===== src/rtl/coh_pkg.sv =====
`timescale 1ns/1ps
package coh_pkg;
  localparam logic [2:0] OP_LOCK    = 3'd0;
  localparam logic [2:0] OP_FILL    = 3'd1;
  localparam logic [2:0] OP_RELEASE = 3'd2;
  localparam logic [2:0] OP_DROP    = 3'd3;
  localparam logic [2:0] OP_CHECK   = 3'd4;
  localparam logic [2:0] OP_FLUSH   = 3'd5;

  localparam logic [1:0] RC_GRANT  = 2'd0;
  localparam logic [1:0] RC_REFUSE = 2'd1;
  localparam logic [1:0] RC_FREE   = 2'd2;
  localparam logic [1:0] RC_HELD   = 2'd3;

  typedef enum logic [1:0] {LN_UNC, LN_SHR, LN_LCK} ln_e;
  typedef enum logic [1:0] {S_IDLE, S_WAIT, S_RD, S_RSP} fsm_e;
endpackage


===== src/rtl/coh_data_ram.sv =====
`timescale 1ns/1ps
module coh_data_ram #(
  parameter int DW    = 16,
  parameter int DEPTH = 8,
  localparam int AW   = $clog2(DEPTH)
) (
  input  logic          clk,
  input  logic          we,
  input  logic [AW-1:0] waddr,
  input  logic [DW-1:0] wdata,
  input  logic [AW-1:0] raddr,
  output logic [DW-1:0] rdata
);
  logic [DW-1:0] mem [DEPTH];

  initial begin
    for (int i = 0; i < DEPTH; i++) mem[i] = '0;
  end

  always_ff @(posedge clk) begin
    if (we) mem[waddr] <= wdata;
    rdata <= mem[raddr];
  end
endmodule


===== src/rtl/coh_dir_table.sv =====
`timescale 1ns/1ps
module coh_dir_table
  import coh_pkg::*;
#(
  parameter int NPROC = 4,
  parameter int NADDR = 8,
  localparam int SW   = $clog2(NPROC),
  localparam int AW   = $clog2(NADDR)
) (
  input  logic             clk,
  input  logic             rst,
  input  logic [AW-1:0]    raddr,
  output ln_e              rd_st,
  output logic [SW-1:0]    rd_own,
  output logic [NPROC-1:0] rd_shr,
  input  logic             we,
  input  logic [AW-1:0]    waddr,
  input  ln_e              w_st,
  input  logic [SW-1:0]    w_own,
  input  logic [NPROC-1:0] w_shr
);
  localparam logic [NPROC-1:0] ONE = {{(NPROC-1){1'b0}}, 1'b1};

  ln_e              st_q  [NADDR];
  logic [SW-1:0]    own_q [NADDR];
  logic [NPROC-1:0] shr_q [NADDR];

  for (genvar g = 0; g < NADDR; g++) begin : g_line
    always_ff @(posedge clk) begin
      if (rst) begin
        st_q[g]  <= LN_UNC;
        own_q[g] <= '0;
        shr_q[g] <= '0;
      end else if (we && (waddr == AW'(g))) begin
        st_q[g]  <= w_st;
        own_q[g] <= w_own;
        shr_q[g] <= w_shr;
      end
    end


    lock_sole_chk: assert property (@(posedge clk) disable iff (rst)
      (st_q[g] == LN_LCK) |-> (shr_q[g] == (ONE << own_q[g])));


    uncached_empty_chk: assert property (@(posedge clk) disable iff (rst)
      (st_q[g] == LN_UNC) |-> (shr_q[g] == '0));


    shared_nonempty_chk: assert property (@(posedge clk) disable iff (rst)
      (st_q[g] == LN_SHR) |-> (shr_q[g] != '0));
  end

  assign rd_st  = st_q[raddr];
  assign rd_own = own_q[raddr];
  assign rd_shr = shr_q[raddr];
endmodule


===== src/rtl/coh_inv_gen.sv =====
`timescale 1ns/1ps
module coh_inv_gen #(
  parameter int NPROC = 4,
  parameter int LIMIT = 2,
  localparam int SW   = $clog2(NPROC),
  localparam int CW   = $clog2(NPROC + 1)
) (
  input  logic [NPROC-1:0] shr,
  input  logic [SW-1:0]    src,
  output logic [NPROC-1:0] tgt,
  output logic             over
);
  logic [CW-1:0] cnt;

  always_comb begin
    tgt      = shr;
    tgt[src] = 1'b0;
    cnt      = '0;
    for (int i = 0; i < NPROC; i++) cnt = cnt + CW'(tgt[i]);
  end

  assign over = (int'(cnt) > LIMIT);
endmodule


===== src/rtl/dir_coh_ctrl.sv =====
`timescale 1ns/1ps
module dir_coh_ctrl
  import coh_pkg::*;
#(
  parameter int NPROC       = 4,
  parameter int NADDR       = 8,
  parameter int DW          = 16,
  parameter int BCAST_LIMIT = 2,
  localparam int SW         = $clog2(NPROC),
  localparam int AW         = $clog2(NADDR)
) (
  input  logic             clk,
  input  logic             rst,
  input  logic             req_valid,
  output logic             req_ready,
  input  logic [2:0]       req_op,
  input  logic [SW-1:0]    req_src,
  input  logic [AW-1:0]    req_addr,
  input  logic             req_dirty,
  input  logic [DW-1:0]    req_data,
  output logic             resp_valid,
  output logic [SW-1:0]    resp_dst,
  output logic [1:0]       resp_code,
  output logic [DW-1:0]    resp_data,
  output logic             inv_valid,
  output logic             inv_bcast,
  output logic [NPROC-1:0] inv_mask,
  output logic [AW-1:0]    inv_addr,
  input  logic             ack_valid,
  input  logic [SW-1:0]    ack_src,
  input  logic             ack_dirty,
  input  logic [DW-1:0]    ack_data
);
  localparam logic [NPROC-1:0] ONE = {{(NPROC-1){1'b0}}, 1'b1};

  fsm_e             state_q, state_n;
  logic [2:0]       op_q;
  logic [SW-1:0]    src_q;
  logic [AW-1:0]    addr_q;
  logic [NPROC-1:0] pend_q, pend_n;

  // directory table ports
  logic [AW-1:0]    t_raddr;
  ln_e              t_st;
  logic [SW-1:0]    t_own;
  logic [NPROC-1:0] t_shr;
  logic             tw_en;
  logic [AW-1:0]    tw_addr;
  ln_e              tw_st;
  logic [SW-1:0]    tw_own;
  logic [NPROC-1:0] tw_shr;

  // memory ports
  logic             mw_en;
  logic [AW-1:0]    mw_addr;
  logic [DW-1:0]    mw_data;
  logic [DW-1:0]    ram_q;

  // invalidation targets
  logic [NPROC-1:0] tgt;
  logic             over;

  logic             accept, is_owner, rsp_go, rsp_use_ram, inv_go, lat_req;
  logic [1:0]       rsp_code;
  logic [NPROC-1:0] src_bit, cur_bit, ack_bit, drop_shr;

  assign req_ready = (state_q == S_IDLE);
  assign accept    = req_valid && req_ready;
  assign t_raddr   = (state_q == S_IDLE) ? req_addr : addr_q;
  assign src_bit   = ONE << req_src;
  assign cur_bit   = ONE << src_q;
  assign ack_bit   = ONE << ack_src;
  assign is_owner  = (t_st == LN_LCK) && (t_own == req_src);
  assign drop_shr  = t_shr & ~src_bit;

  coh_dir_table #(.NPROC(NPROC), .NADDR(NADDR)) u_table (
    .clk(clk), .rst(rst), .raddr(t_raddr),
    .rd_st(t_st), .rd_own(t_own), .rd_shr(t_shr),
    .we(tw_en), .waddr(tw_addr), .w_st(tw_st), .w_own(tw_own), .w_shr(tw_shr)
  );

  coh_data_ram #(.DW(DW), .DEPTH(NADDR)) u_ram (
    .clk(clk), .we(mw_en), .waddr(mw_addr), .wdata(mw_data),
    .raddr(addr_q), .rdata(ram_q)
  );

  coh_inv_gen #(.NPROC(NPROC), .LIMIT(BCAST_LIMIT)) u_inv (
    .shr(t_shr), .src(req_src), .tgt(tgt), .over(over)
  );

  always_comb begin
    state_n     = state_q;
    pend_n      = pend_q;
    tw_en       = 1'b0;
    tw_addr     = addr_q;
    tw_st       = t_st;
    tw_own      = t_own;
    tw_shr      = t_shr;
    mw_en       = 1'b0;
    mw_addr     = addr_q;
    mw_data     = ack_data;
    rsp_go      = 1'b0;
    rsp_code    = RC_GRANT;
    rsp_use_ram = 1'b0;
    inv_go      = 1'b0;
    lat_req     = 1'b0;
    unique case (state_q)
      S_IDLE: if (accept) begin
        lat_req = 1'b1;
        case (req_op)
          OP_CHECK: begin
            rsp_go   = 1'b1;
            rsp_code = (t_st == LN_LCK) ? RC_HELD : RC_FREE;
          end
          OP_FILL: begin
            if (t_st == LN_LCK && t_own != req_src) begin
              rsp_go   = 1'b1;
              rsp_code = RC_REFUSE;
            end else begin
              state_n = S_RD;
            end
          end
          OP_LOCK: begin
            if (tgt != '0) begin
              inv_go  = 1'b1;
              pend_n  = tgt;
              state_n = S_WAIT;
            end else begin
              state_n = S_RD;
            end
          end
          OP_RELEASE: begin
            rsp_go = 1'b1;
            if (is_owner && !req_dirty) begin
              tw_en   = 1'b1;
              tw_addr = req_addr;
              tw_st   = LN_SHR;
              tw_shr  = src_bit;
            end else begin
              rsp_code = RC_REFUSE;
            end
          end
          OP_DROP: begin
            rsp_go = 1'b1;
            if (is_owner) begin
              rsp_code = RC_REFUSE;
            end else begin
              tw_en   = 1'b1;
              tw_addr = req_addr;
              tw_shr  = drop_shr;
              tw_st   = (drop_shr == '0) ? LN_UNC : t_st;
            end
          end
          OP_FLUSH: begin
            rsp_go = 1'b1;
            if (is_owner) begin
              mw_en   = 1'b1;
              mw_addr = req_addr;
              mw_data = req_data;
            end else begin
              rsp_code = RC_REFUSE;
            end
          end
          default: begin
            rsp_go   = 1'b1;
            rsp_code = RC_REFUSE;
          end
        endcase
      end
      S_WAIT: if (ack_valid && pend_q[ack_src]) begin
        pend_n = pend_q & ~ack_bit;
        mw_en  = ack_dirty;
        if ((pend_q & ~ack_bit) == '0) state_n = S_RD;
      end
      S_RD: state_n = S_RSP;
      S_RSP: begin
        rsp_go      = 1'b1;
        rsp_use_ram = 1'b1;
        state_n     = S_IDLE;
        tw_en       = 1'b1;
        if (op_q == OP_LOCK) begin
          tw_st  = LN_LCK;
          tw_own = src_q;
          tw_shr = cur_bit;
        end else begin
          tw_st  = (t_st == LN_LCK) ? LN_LCK : LN_SHR;
          tw_shr = t_shr | cur_bit;
        end
      end
      default: state_n = S_IDLE;
    endcase
  end

  always_ff @(posedge clk) begin
    if (rst) begin
      state_q    <= S_IDLE;
      pend_q     <= '0;
      op_q       <= '0;
      src_q      <= '0;
      addr_q     <= '0;
      resp_valid <= 1'b0;
      resp_dst   <= '0;
      resp_code  <= '0;
      resp_data  <= '0;
      inv_valid  <= 1'b0;
      inv_bcast  <= 1'b0;
      inv_mask   <= '0;
      inv_addr   <= '0;
    end else begin
      state_q    <= state_n;
      pend_q     <= pend_n;
      resp_valid <= rsp_go;
      inv_valid  <= inv_go;
      if (lat_req) begin
        op_q   <= req_op;
        src_q  <= req_src;
        addr_q <= req_addr;
      end
      if (rsp_go) begin
        resp_code <= rsp_code;
        resp_dst  <= (state_q == S_IDLE) ? req_src : src_q;
        resp_data <= rsp_use_ram ? ram_q : '0;
      end
      if (inv_go) begin
        inv_mask  <= tgt;
        inv_bcast <= over;
        inv_addr  <= req_addr;
      end
    end
  end


  bcast_wide_chk: assert property (@(posedge clk) disable iff (rst)
    (inv_valid && inv_bcast) |-> ($countones(inv_mask) > BCAST_LIMIT));


  bcast_narrow_chk: assert property (@(posedge clk) disable iff (rst)
    (inv_valid && !inv_bcast) |-> ($countones(inv_mask) <= BCAST_LIMIT));


  inv_excl_chk: assert property (@(posedge clk) disable iff (rst)
    inv_valid |-> ((inv_mask != '0) && !inv_mask[src_q]));


  busy_hold_chk: assert property (@(posedge clk) disable iff (rst)
    inv_valid |-> !req_ready);


  pend_shrink_chk: assert property (@(posedge clk) disable iff (rst)
    (state_q == S_WAIT) |=> ((pend_q & ~$past(pend_q)) == '0));
endmodule


===== config.mk =====
export PLATFORM = sky130hd
export DESIGN_NAME = dir_coh_ctrl
export DESIGN_NICKNAME = d
export VERILOG_FILES = /design/src/rtl/coh_pkg.sv /design/src/rtl/coh_data_ram.sv /design/src/rtl/coh_dir_table.sv /design/src/rtl/coh_inv_gen.sv /design/src/rtl/dir_coh_ctrl.sv
export SDC_FILE = /design/constraint.sdc
export NUM_CORES = 1
export LEC_CHECK = 0
export ABC_AREA = 0
export BUFFER_PORTS_ARGS = -buffer_cell sky130_fd_sc_hd__clkbuf_2
export CAP_MARGIN = 20
export CORE_ASPECT_RATIO = 0.6
export CORE_MARGIN = 2
export CORE_UTILIZATION = 35
export DETAILED_ROUTE_END_ITERATION = 16
export HOLD_SLACK_MARGIN = 0.15
export SLEW_MARGIN = 10
export SYNTH_ARGS = -nofsm -noshare
export SYNTH_HDL_FRONTEND = slang
export SYNTH_HIERARCHICAL = 1
export SYNTH_SLANG_ARGS = --single-unit

===== constraint.sdc =====
create_clock -name clk -period 16.2 [get_ports clk]
set_input_delay 2.43 -clock clk [delete_from_list [all_inputs] [get_ports clk]]
set_output_delay 2.43 -clock clk [all_outputs]
set_load 0.005 [all_outputs]

Word-level counts from Yosys, hierarchy flattened
Memory sizes are Yosys's and may differ from the RTL's. A register that Yosys moved wholly into a read port is not among the register bits.
Index checks and enable logic that the tools add are counted.
{ "totals": {"reg_bits": 44, "ram_bits": 192, "input_bits": 48, "out_inout_bits": 31, "wordCells": 237, "memories": 4} }
{ "memory_table": {"columns": ["memory", "words", "word_bits", "rd", "rd_ports_with_merged_regs", "wr", "line", "source"], "rows": [
  ["u_ram.mem", 8, 16, 1, 1, 1, "coh_data_ram.sv:14", "logic [DW-1:0] mem [DEPTH];"],
  ["u_table.shr_q", 8, 4, 1, 0, 8, "coh_dir_table.sv:26", "logic [NPROC-1:0] shr_q [NADDR];"],
  ["u_table.own_q", 8, 2, 1, 0, 8, "coh_dir_table.sv:25", "logic [SW-1:0] own_q [NADDR];"],
  ["u_table.st_q", 8, 2, 1, 0, 8, "coh_dir_table.sv:24", "ln_e st_q [NADDR];"]
]} }
{ "classes": {"add_sub_neg": 3, "magnitude_cmp": 4, "n_eq_ne": 25, "shift": 3, "muxes": 129, "n_bitwise": 31, "n_reduce_logical": 25} }
{ "op_table": {"columns": ["operator", "count"], "rows": [
  ["$mux W16", 5],
  ["$mux W2", 32],
  ["$mux W4", 16],
  ["$mux W1", 51],
  ["$mux W3", 9],
  ["$or A1 B1 Y1", 24],
  ["$pmux W4 S2", 3],
  ["$eq A3 B3 Y1 const B", 6],
  ["$logic_and A1 B1 Y1", 14],
  ["$and A4 B4 Y4", 3],
  ["$eq A3 B2 Y1 const B", 4],
  ["$not A4 Y4", 3],
  ["$pmux W2 S2", 3],
  ["$pmux W2 S6", 1],
  ["$shl A1 B2 Y4 const A", 3],
  ["$pmux W1 S2", 5],
  ["$reduce_and A5 Y1", 2],
  ["$logic_not A3 Y1", 3],
  ["$logic_not A4 Y1", 2],
  ["$pmux W2 S4", 1],
  ["$add A3 B1 Y3", 2],
  ["$eq A2 B2 Y1 const B", 3],
  ["$eq A3 B1 Y1 const B", 2],
  ["$lt A2 B3 Y1 const B", 2],
  ["other kinds (18)", 21]
]} }

Depth between registers and ports, before layout
An unclocked memory read counts as a cell.
{ "depth": {"word_depth": 16, "mapped_depth": 18} }

Modules after synthesis
Netlist, hierarchy kept.
{ "modules_own_cells": {"columns": ["module", "instances", "cells_each", "area_each_um2", "seq_area_each_um2"], "rows": [
  ["coh_data_ram", 1, 214, 5293.8, 4164.0],
  ["coh_dir_table", 1, 195, 2987.9, 1921.8],
  ["dir_coh_ctrl", 1, 309, 2671.3, 880.8],
  ["coh_inv_gen", 1, 13, 111.4, 0.0]
]} }

Worst setup path before layout
Ideal clock, no wire load.
{ "synth_timing": {"path_kind": "in2reg", "startpoint": "input req_addr[0]", "endpoint": "memory u_table/own_q[2][0] (netlist bit) (enable)", "setup_time_ps": 375, "t_arrival_ps": 6245, "path_slack_ps": 9581, "stages": 13, "cell_sequence": "mux2_2 > buf_6 > buf_12 > mux4_1 > mux2_2 > nand2b_1 > or4_4 > a21oi_1 > mux2_2 > or2_2 > clkbuf_1 > buf_1 > o21bai_1"} }
{ "synth_lines": {"columns": ["element", "line", "source"], "rows": [
  ["start, declared", "dir_coh_ctrl.sv:18", "input logic [AW-1:0] req_addr,"],
  ["end, declared", "coh_dir_table.sv:25", null]
]} }

==> results.md <==
Run status:
- The run finished with clean final reports.

Logic synthesis:
- Yosys attributes the largest share of cell area to sky130_fd_sc_hd__edfxtp_1 52%, sky130_fd_sc_hd__dfxtp_1 11%, sky130_fd_sc_hd__mux4_1 10%.
- sky130_fd_sc_hd__edfxtp_1 takes more of the synthesized area than any other cell.
- In this run the mean area of a mapped cell was 15.1 sq um.
- When the netlist entered floorplanning its net count stood at 787.
- For this run, the leading register cell type out of synthesis is sky130_fd_sc_hd__edfxtp_1.
- In this run, synthesis produced a sequential element count of 252.
- Counting instances in the post-synthesis netlist gives the leading cell types as 192 x sky130_fd_sc_hd__edfxtp_1, 73 x sky130_fd_sc_hd__nor3_1, 60 x sky130_fd_sc_hd__dfxtp_1.
- The fraction of registers with async set or reset after synthesis is 0%.
- The most common cell in the synthesized netlist is sky130_fd_sc_hd__edfxtp_1.
- The post-synthesis sequential area ratio is 63.0%.
- The share of synthesized area in the top cell type comes to 52.1%.
- The number of distinct standard cells referenced by the synthesized netlist is 62.
- The count of flip-flops with a built-in enable after synthesis is 192.
- Synthesis produced a netlist whose cell count is 731.
- The netlist area before placement is 0.0111 sq mm.
- During synthesis, Yosys emitted a total of 6 warnings.

Placement:
- Summing all placed instances gives a cell area of 0.0118 sq mm.
- At the placement stage, the worst setup path has a slack of 8930 ps.
- After legalization and detailed placement, the total HPWL measured 17.5 mm.
- The number of input and output port buffers inserted is 78.
- At the end of routability-driven placement, the weighted congestion stood at 0.897.

Clock tree:
- Gates resized during post-CTS repair numbered 0.
- The worst-case clock buffer depth is 3.
- The clock latency reported for the late side of the worst-skew pair is 530 ps.
- CTS built an H-tree with a depth of 1.
- Clock tree synthesis found a total of 252 sinks.
- CTS placed an instance of sky130_fd_sc_hd__clkbuf_16 at the clock tree root.
- The number of buffers created by CTS is 25.
- Clock-pin slew was measured on the worst setup and hold paths at 60 ps.
- After clock tree synthesis, the flow added hold-fix buffers numbering 0.
- The number of buffers inserted to repair setup after CTS is 0.
- TritonCTS built the clock tree.

Cells and area:
- Measured on the finished design, the core utilization comes to 40.7%.
- With fillers left out, the area of the finished cells amounts to 0.0127 sq mm.
- The fraction of final layout cells with drive strength greater than 1 is 25.5%.
- From synthesis to final layout, the design area changed by 14.6%.
- The layout has 2831 filler cells.
- At the end of the flow, the number of nets in the layout was 858.
- 0 antenna diodes ended up in the layout.

Global route:
- The total congestion overflow after global routing is 0.
- The initial antenna violation count came to 0.
- Across every metal layer, demand over resource in global routing totals 16.1%.
- The pin count of the biggest net entering global routing is 39.
- The via count of the first global-routing pass was 6297.
- The first global-routing pass estimated 39.6 mm of wire.

Hold path:
- The type of the most critical hold path is flop to flop.

Pwr:
- The overall power after layout is 1.72 mW.
- For this design the ratio of total power to cell area is 135 mW/mm^2.
- The peak supply drop is 0.0881 mV.
- For this design the static power due to leakage is 4.46 nW.

Die:
- In this run the core area contains 50 standard-cell rows.
- The I/O pin count is 79.
- In this run the vertical extent of the chip is 142 um.
- The full die area is 0.0331 sq mm.
- The starting utilization of the core area is 35.5%.
- The total area inside the core boundary comes to 0.0312 sq mm.
- The x dimension of the die is 234 um.

STA:
- The final setup TNS is 0 ps.
- The final critical-path setup slack is 9420 ps.
- The final-report setup violation count is 0.
- The pin slew with the least headroom to its limit is 970 ps.
- The final count of pins violating max slew was 0.
- The share of the clock period used by the worst path is 41.9%.
- Setup repair after global routing left no endpoint under its margin.
- For the finished layout, the period the worst path requires is 6780 ps.
- The hold violation total from the final report is 0.
- Clock skew on the completed layout was measured at 11.7 ps.
- The fmax is 0.147 GHz.
- The remaining max-slew budget at the tightest pin is 35.1%.

Worst setup path:
- The sort of element at the end of the critical path is a flop.
- STA puts the critical path data arrival time at 6930 ps.
- The critical path is of the input pin to flop type.
- The startpoint class of the critical path is an input pin.
- In this run the worst path has a maximum fanout of 18.
- The worst path required time is 16350 ps.

Drt:
- For this run, design rule violations remaining after detail routing come to 0.
- After detailed routing, the number of vias per cell comes to 5.38.
- The routed wire length per instance is 21.4 um.
- The number of iterations in the first detailed-routing pass is 5.
- Wires add up to 26.4 mm.
- In this run, the number of DRC markers left after iteration 0 of detailed routing was 549.
- The via count is 6653.
- The number of nets with antenna violations after routing is 0.

Run:
- Across the run, the number of max-cap violations was 0.
[cells in the final DEF, fill, tap and decap left out, types with 5 or more instances in the layout]
cell                        instances
sky130_fd_sc_hd__ha_1               7
sky130_fd_sc_hd__o21bai_1           9
sky130_fd_sc_hd__nand3_1            7
sky130_fd_sc_hd__clkbuf_16         25
sky130_fd_sc_hd__mux2_2            54
sky130_fd_sc_hd__nand2_1           37
sky130_fd_sc_hd__o21ai_0           14
sky130_fd_sc_hd__a22o_1            16
sky130_fd_sc_hd__edfxtp_1         192
sky130_fd_sc_hd__inv_1             10
sky130_fd_sc_hd__mux4_2             6
sky130_fd_sc_hd__a21oi_1           15
sky130_fd_sc_hd__clkbuf_2          78
sky130_fd_sc_hd__nand2b_1          16
sky130_fd_sc_hd__clkinv_1           8
sky130_fd_sc_hd__buf_4             15
sky130_fd_sc_hd__nor2_1            35
sky130_fd_sc_hd__nor3_1            71
sky130_fd_sc_hd__nand4_1            5
sky130_fd_sc_hd__mux4_1            43
sky130_fd_sc_hd__clkinv_2           5
sky130_fd_sc_hd__dfxtp_1           59
sky130_fd_sc_hd__mux2i_1           13
[state kept, by name, summed over array words and instances (netlist names), 4 cells and up]
name	flops
inv_mask	4
pend_q	4
resp_data	16
u_ram/mem	128
u_ram/rdata	16
u_table/own_q	16
u_table/shr_q	32
u_table/st_q	16
[logic make-up after synthesis]
logic type / count (synthesis) / synth area share [%]
fa+ha+maj: 8 / 0.972
compound gates: 88 / 5.76
simple gates: 196 / 8.76
buf+inv: 69 / 3.14
flops: 252 / 63.0
mux: 116 / 18.1
xor+xnor: 2 / 0.294
[layout make-up]
class | count | area, sq um | area share [%]
tap | 416 | 520 | 4.10
clock inverter | 16 | 205 | 1.62
clock buffer | 29 | 641 | 5.05
sequential | 252 | 6970 | 54.9
multi-input combinational | 410 | 3760 | 29.6
inverter | 19 | 71.3 | 0.562
timing repair buffer | 94 | 518 | 4.08
[path summary, 6_finish.rpt]
path	startpoint	end	slack (ps)	cells after the start
max	req_addr[0]	u_table/own_q[1][1]	9420	10
min	u_ram/rdata[6]	resp_data[6]	430	1
max reg2reg	state_q[0]	u_table/own_q[1][1]	10670	11
min reg2reg	u_ram/rdata[6]	resp_data[6]	430	1
[power breakdown]
part	internal [mW]	switching (mW)
sequential	0.719	0.0138
combinational	0.139	0.244
clock	0.351	0.250
[per-stage QoR]
| step | std cells | hold WS, ps |
|---|---|---|
| after floorplan | 731 | 420 |
| after global placement | 1190 | 423 |
| after detailed placement | 1190 | 426 |
| after CTS | 1235 | 430 |
| after global routing | 1236 | 452 |
| final | 1236 | 430 |
[per-layer routing]
metal	global-route usage, %	vias to the layer above	share of wire, %
met5	0	-	0
met4	2.63	0	1.3
met3	5.47	33	9.0
met2	21.6	254	41
met1	25.0	3349	49
li1	-	3017	-
[worst max-delay path, stage by stage]
cell	delay, ps
sky130_fd_sc_hd__clkbuf_2	150
sky130_fd_sc_hd__mux2_2	490
sky130_fd_sc_hd__mux4_1	610
sky130_fd_sc_hd__mux2_2	310
sky130_fd_sc_hd__nand2b_1	210
sky130_fd_sc_hd__or4_4	590
sky130_fd_sc_hd__a21oi_1	460
sky130_fd_sc_hd__mux2_2	430
sky130_fd_sc_hd__nand2b_1	470
sky130_fd_sc_hd__o21bai_1	770
No activity file was read; power rests on OpenSTA's default activity.
